File: config.mk
export PLATFORM = sky130hd
export DESIGN_NAME = nibcrc16_acc
export DESIGN_NICKNAME = d
export VERILOG_FILES = /design/src/rtl/nibcrc_pkg.sv /design/src/rtl/nibcrc_step.sv /design/src/rtl/nibcrc_regfile.sv /design/src/rtl/nibcrc_state.sv /design/src/rtl/nibcrc16_acc.sv
export SDC_FILE = /design/constraint.sdc
export NUM_CORES = 1
export LEC_CHECK = 0
export BUFFER_PORTS_ARGS = -buffer_cell sky130_fd_sc_hd__buf_2
export CORE_MARGIN = 1
export CORE_UTILIZATION = 35
export DETAILED_ROUTE_END_ITERATION = 8
export SLEW_MARGIN = 20
export SYNTH_ARGS = -nofsm -noshare
export SYNTH_HDL_FRONTEND = slang
export SYNTH_SLANG_ARGS = --single-unit
File: constraint.sdc
create_clock -name clk -period 2.2 [get_ports clk]
set_clock_uncertainty 0.05 [all_clocks]
set_input_delay 0.33 -clock clk [delete_from_list [all_inputs] [get_ports clk]]
set_output_delay 0.33 -clock clk [all_outputs]
set_load 0.05 [all_outputs]
File: src/rtl/nibcrc_pkg.sv
package nibcrc_pkg;

   // Selects how one data nibble is folded into the state.
   typedef enum int {
      STEP_TABLE  = 0,   // shift by a nibble, xor a computed per-index constant
      STEP_SERIAL = 1    // unrolled bit-by-bit reflected shift
   } step_impl_e;

   localparam int unsigned DEF_CRC_W = 16;
   localparam int unsigned DEF_NIB_W = 4;
   // x^16 + x^12 + x^5 + 1, bit-reversed for right-shifting operation
   localparam logic [DEF_CRC_W-1:0] DEF_POLY_REFL = 16'h8408;

endpackage

File: src/rtl/nibcrc_step.sv
module nibcrc_step
   import nibcrc_pkg::*;
#(
   parameter int unsigned          CRC_W     = DEF_CRC_W,
   parameter int unsigned          NIB_W     = DEF_NIB_W,
   parameter logic [CRC_W-1:0]     POLY_REFL = DEF_POLY_REFL,
   parameter step_impl_e           IMPL      = STEP_TABLE
) (
   input  logic [CRC_W-1:0] crc_in,
   input  logic [NIB_W-1:0] nib_in,
   output logic [CRC_W-1:0] crc_nxt
);

   localparam int unsigned TBL_N = 1 << NIB_W;

   if (NIB_W < 1 || NIB_W > 8) begin : g_bad_nib_w
      $error("nibcrc_step: NIB_W must lie in 1..8");
   end
   if (NIB_W >= CRC_W) begin : g_bad_ratio
      $error("nibcrc_step: NIB_W must be narrower than CRC_W");
   end

   // Reflected shift of the state over NIB_W data bits, low bit first.
   function automatic logic [CRC_W-1:0] shift_bits(input logic [CRC_W-1:0] c,
                                                   input logic [NIB_W-1:0] d);
      logic [CRC_W-1:0] r;
      r = c;
      for (int b = 0; b < NIB_W; b++) begin
         if (r[0] ^ d[b]) r = (r >> 1) ^ POLY_REFL;
         else             r = r >> 1;
      end
      return r;
   endfunction

   if (IMPL == STEP_TABLE) begin : g_table
      logic [CRC_W-1:0] tbl [TBL_N];
      logic [NIB_W-1:0] idx;
      for (genvar i = 0; i < TBL_N; i++) begin : g_ent
         assign tbl[i] = shift_bits(CRC_W'(i), '0);
      end
      assign idx     = crc_in[NIB_W-1:0] ^ nib_in;
      assign crc_nxt = (crc_in >> NIB_W) ^ tbl[idx];
   end else begin : g_serial
      assign crc_nxt = shift_bits(crc_in, nib_in);
   end

endmodule

File: src/rtl/nibcrc_regfile.sv
module nibcrc_regfile #(
   parameter int unsigned CRC_W    = 16,
   parameter int unsigned NIB_W    = 4,
   parameter int unsigned NUM_REGS = CRC_W / NIB_W,
   parameter int unsigned SEL_W    = (NUM_REGS > 1) ? $clog2(NUM_REGS) : 1
) (
   input  logic [CRC_W-1:0] crc_q,
   input  logic [SEL_W-1:0] reg_sel,
   input  logic             reg_wr,
   input  logic [NIB_W-1:0] reg_wdata,
   output logic             wr_hit,
   output logic [CRC_W-1:0] wr_image,
   output logic [NIB_W-1:0] reg_rdata
);

   if (NUM_REGS * NIB_W != CRC_W) begin : g_bad_split
      $error("nibcrc_regfile: CRC_W must be a whole number of slices");
   end

   logic [NIB_W-1:0]    slice   [NUM_REGS];
   logic [NUM_REGS-1:0] sel_hot;

   // Slice g lives at bits g*NIB_W upward: select 0 is least significant.
   for (genvar g = 0; g < NUM_REGS; g++) begin : g_slice
      assign sel_hot[g]                   = (reg_sel == SEL_W'(g));
      assign slice[g]                     = crc_q[g*NIB_W +: NIB_W];
      assign wr_image[g*NIB_W +: NIB_W]   = (reg_wr && sel_hot[g]) ? reg_wdata
                                                                   : slice[g];
   end

   assign wr_hit    = reg_wr && (sel_hot != '0);
   assign reg_rdata = (sel_hot != '0) ? slice[reg_sel] : '0;

endmodule

File: src/rtl/nibcrc_state.sv
module nibcrc_state #(
   parameter int unsigned CRC_W = 16
) (
   input  logic             clk,
   input  logic             rst_n,
   input  logic             wr_hit,
   input  logic [CRC_W-1:0] wr_image,
   input  logic             step_en,
   input  logic [CRC_W-1:0] step_image,
   output logic [CRC_W-1:0] crc_q
);

   // Register-port write outranks the stream update.
   always_ff @(posedge clk or negedge rst_n) begin
      if (!rst_n)       crc_q <= '0;
      else if (wr_hit)  crc_q <= wr_image;
      else if (step_en) crc_q <= step_image;
   end

   p_reset_clear_r1: assert property (@(posedge clk) !rst_n |-> crc_q == '0)
      else $error("R1: state not clear during reset");

   p_idle_hold_r4: assert property (@(posedge clk) disable iff (!rst_n)
      (!wr_hit && !step_en) |=> $stable(crc_q))
      else $error("R4: state moved without a cause");

endmodule

File: src/rtl/nibcrc16_acc.sv
module nibcrc16_acc
   import nibcrc_pkg::*;
#(
   parameter int unsigned      CRC_W     = DEF_CRC_W,
   parameter int unsigned      NIB_W     = DEF_NIB_W,
   parameter logic [CRC_W-1:0] POLY_REFL = DEF_POLY_REFL,
   parameter step_impl_e       IMPL      = STEP_TABLE,
   localparam int unsigned     NUM_REGS  = CRC_W / NIB_W,
   localparam int unsigned     SEL_W     = (NUM_REGS > 1) ? $clog2(NUM_REGS) : 1
) (
   input  logic             clk,
   input  logic             rst_n,
   input  logic             upd_valid,
   input  logic [NIB_W-1:0] upd_nib,
   input  logic [SEL_W-1:0] reg_sel,
   input  logic             reg_wr,
   input  logic [NIB_W-1:0] reg_wdata,
   output logic [NIB_W-1:0] reg_rdata,
   output logic [CRC_W-1:0] crc_out
);

   logic [CRC_W-1:0] crc_q;
   logic [CRC_W-1:0] step_out;
   logic [CRC_W-1:0] wr_image;
   logic             wr_hit;

   nibcrc_step #(
      .CRC_W(CRC_W), .NIB_W(NIB_W), .POLY_REFL(POLY_REFL), .IMPL(IMPL)
   ) u_step (
      .crc_in (crc_q),
      .nib_in (upd_nib),
      .crc_nxt(step_out)
   );

   nibcrc_regfile #(
      .CRC_W(CRC_W), .NIB_W(NIB_W), .NUM_REGS(NUM_REGS), .SEL_W(SEL_W)
   ) u_regs (
      .crc_q    (crc_q),
      .reg_sel  (reg_sel),
      .reg_wr   (reg_wr),
      .reg_wdata(reg_wdata),
      .wr_hit   (wr_hit),
      .wr_image (wr_image),
      .reg_rdata(reg_rdata)
   );

   nibcrc_state #(.CRC_W(CRC_W)) u_state (
      .clk       (clk),
      .rst_n     (rst_n),
      .wr_hit    (wr_hit),
      .wr_image  (wr_image),
      .step_en   (upd_valid),
      .step_image(step_out),
      .crc_q     (crc_q)
   );

   assign crc_out = crc_q;

   // Checking aids: slice mask and positioned write data for the current select.
   logic [CRC_W-1:0] chk_mask;
   logic [CRC_W-1:0] chk_wdata;
   assign chk_mask  = {{(CRC_W-NIB_W){1'b0}}, {NIB_W{1'b1}}} << (int'(reg_sel) * NIB_W);
   assign chk_wdata = CRC_W'(reg_wdata) << (int'(reg_sel) * NIB_W);

   p_wr_slice_r6: assert property (@(posedge clk) disable iff (!rst_n)
      reg_wr |=> (crc_q & $past(chk_mask)) == $past(chk_wdata))
      else $error("R6: written slice wrong");

   p_wr_keep_r6: assert property (@(posedge clk) disable iff (!rst_n)
      reg_wr |=> (crc_q & ~$past(chk_mask)) == ($past(crc_q) & ~$past(chk_mask)))
      else $error("R6: neighbouring slice disturbed");

   p_wr_wins_r7: assert property (@(posedge clk) disable iff (!rst_n)
      (reg_wr && upd_valid) |=>
         crc_q == (($past(crc_q) & ~$past(chk_mask)) | $past(chk_wdata)))
      else $error("R7: stream nibble leaked past a write");

   p_stream_step_r2: assert property (@(posedge clk) disable iff (!rst_n)
      (upd_valid && !reg_wr) |=> crc_q == $past(step_out))
      else $error("R2: stream update not applied");

endmodule

==> results.py <==
metrics = {
    "sta": {
        "fin_crit_sh": 0.8320,
        "max_freq_ghz": 0.5463,
        "slew_viol_final": 0,
        "tightest_slew_ns": 0.3827,
        "rsz0062_at_grt": "false",
        "slew_headroom": 0.7449,
        "setup_tns_ns": 0,
        "layout_min_cycle_time_ns": 1.830,
        "holdWs_ns": 0.2614,
        "finalHoldViolCount": 0,
        "setup-violations-final": 0,
    },
    "synth": {
        "netlist_instances": 96,
        "synth.top_cells.by_count": "dfrtp_1, mux2_2, nor2_1",
        "yosysMostFrequentCell": "dfrtp_1",
        "syn_area_um2": 1094,
        "synthFlopType": "dfrtp_1",
        "synth_mux_area_frac": 0.2071,
        "synth.ff_latch_count": 16,
        "synth_area_leaders": "dfrtp_1, mux2_2, mux4_2",
        "synth-edff-count": 0,
        "synthAdderAreaFrac": 0,
        "synth_compound_area_frac": 0.1281,
        "post_synth.cell_area_avg_um2": 11.39,
        "ys_warn_count": 0,
        "syn-num-nets": 110,
        "async_flop_share": 1.000,
        "ys_seq_area_frac": 0.3661,
        "synth_simple_gate_area_frac": 0.1453,
        "synth_xor_area_frac": 0.1098,
        "synth_top_area_cell": "dfrtp_1",
        "synth.top_cell.area_share": 0.3661,
        "synth.distinct_cells": 31,
        "synth_top_family_by_area": "multiplexers",
    },
    "detailed_routing": {
        "wirelength_um": 2707,
        "drc": 3,
        "drt_iter0_drc": 25,
        "viasPerCell": 5.631,
        "antenna_left": 0,
        "vias": 901,
        "wl_per_cell_um": 16.92,
        "drt-pass1-iter-count": 6,
    },
    "layout": {
        "regMostFlops": "u_state.crc_q",
        "finalNonFillerCells": 160,
        "reg.largest.list": "u_state.crc_q (16)",
        "fin_nets": 144,
        "largest_register_ffs": 16,
        "final_layout_size_suffix_gt1_frac": 0.4574,
        "syn_to_final_growth_pct": 19.22,
        "n_antenna_cell": 0,
    },
    "floorplan": {
        "io_pins": 34,
        "fp.coreArea_um2": 2853,
        "die_h_um": 57.90,
        "die_w_um": 57.90,
        "rows": 19,
        "start_util": 0.3833,
        "die_area_um2": 3352,
    },
    "worst_setup_path": {
        "cp_max_fo": 7,
        "path_cells": "mux4_2 > buf_2",
        "path_buf_inv": 1,
        "cp-end-kind": "output pin",
        "required_ns": 1.82,
        "start_kind": "register",
        "cpLargestDelayFamily": "flip-flops",
        "slowest_stage": "dfrtp_1",
        "path_class": "reg -> out",
        "critical_path_arrival_ns": 1.45,
        "critical_path.max_stage_delay_ns": 0.47,
    },
    "clock_network": {
        "root_buffer": "clkbuf_4",
        "clk_pin_slew_worst_paths_ns": 0.11,
        "post_cts_resized": 0,
        "clock_latency_ns": 0.30,
        "cts_tree": "built",
        "cts_max_level": 1,
        "cts_buffer_depth": 2,
        "cts_made_buffers": 3,
        "cts_hold_buf": 1,
        "post_cts.repair.setup_buffers": 0,
        "clock-sinks": 16,
    },
    "pwr": {
        "powerDensity_nw_per_um2": 1445,
        "p_leak_nw": 0.5799,
        "ir_worst_vdd_mv": 0.7450,
    },
    "placement": {
        "placed_cells": 155,
        "dp_hpwl_um": 1915,
        "routabilityCongestion": 0.7834,
        "port_buffers": 33,
    },
    "grt": {
        "grt_max_degree": 18,
        "grt_pass1_vias": 904,
        "antenna_found_initial": 0,
        "overflow": 0,
        "grt_use_total": 0.1794,
        "grt_pass1_wl_um": 4512,
    },
    "run_status": {
        "violations": "design-rule violations",
        "outcome": "complete, but fails checks",
    },
    "worst_hold_path": {
        "hp-class": "in -> reg",
    },
    "job": {
        "maxCapViolations": 0,
    },
}
## power by group
| part | internal [mW] | total, mW | switching, mW |
|---|---|---|---|
| sequential | 0.405 | 0.554 | 0.149 |
| clock | 0.101 | 0.207 | 0.107 |
| combinational | 0.388 | 1.12 | 0.735 |
## worst paths after layout
| path | startpoint | to | slack [ns] | depth (start not counted) |
|---|---|---|---|---|
| worst max-delay path | u_state.crc_q[0]$_DFFE_PN0P_ | reg_rdata[0] | 0.37 | 2 |
| worst min-delay path | reg_wdata[3] | u_state.crc_q[15]$_DFFE_PN0P_ | 0.26 | 2 |
| worst max register to register | u_state.crc_q[5]$_DFFE_PN0P_ | u_state.crc_q[1]$_DFFE_PN0P_ | 0.83 | 3 |
| worst min register to register | u_state.crc_q[15]$_DFFE_PN0P_ | u_state.crc_q[15]$_DFFE_PN0P_ | 0.54 | 1 |
| max in group asynchronous | rst_n | u_state.crc_q[13]$_DFFE_PN0P_ | 1.40 | 2 |
| min in group asynchronous | rst_n | u_state.crc_q[3]$_DFFE_PN0P_ | 0.42 | 2 |
## kinds of logic after synthesis
group / count (synthesis)
AND/OR/NAND/NOR: 30
AO/OA/AOI/OAI: 16
multiplexers: 16
flip-flops: 16
XOR/XNOR: 12
buffers and inverters: 6
## metal layers
layer	global-route usage	up-vias	share of wire
li1	-	423	-
met1	0.2585	438	0.50
met2	0.2742	38	0.42
met3	0.04911	2	0.070
met4	0.03061	0	0.0033
met5	0	-	0
## area by class of cell
cell class	instances	area (µm²)
clock buffers	4	36.28
flip-flops and latches	16	400.4
multi-input cells	74	645.6
well taps	31	38.79
fillers	291	1549
repair buffers	35	182.7
## placed cells by master (no fill, tap or decap)
master	n
a211oi_1	3
a21oi_1	2
a221o_1	4
and3_2	1
and3b_1	1
buf_2	33
buf_4	1
clkbuf_4	3
clkbuf_8	1
dfrtp_1	16
dlygate4sd3_1	1
mux2_2	9
mux2_4	1
mux2i_1	2
mux4_2	4
nand2_1	6
nand2b_1	2
nand3b_1	1
nor2_1	8
nor2b_1	2
nor3_1	3
o21ai_0	1
o21ai_2	1
o221a_2	4
o32ai_1	1
or2_0	4
or3_1	1
or3b_4	1
xnor2_1	4
xor2_1	7
xor3_1	1
## metrics by stage
stage | setup slack (ns) | instance area, µm² | power, mW | utilization
5_1_grt | 0.3104 | 1304 | 1.991 | 0.4570
6_report | 0.3696 | 1304 | 1.884 | 0.4570
2_1_floorplan | 0.5382 | 1094 | 1.438 | -
3_3_place_gp | 0.4782 | 1257 | 1.669 | 0.4408
3_5_place_dp | 0.4741 | 1257 | 1.681 | 0.4408
4_1_cts | 0.3646 | 1304 | 1.895 | 0.4570
(Power assumes the default switching activity.)
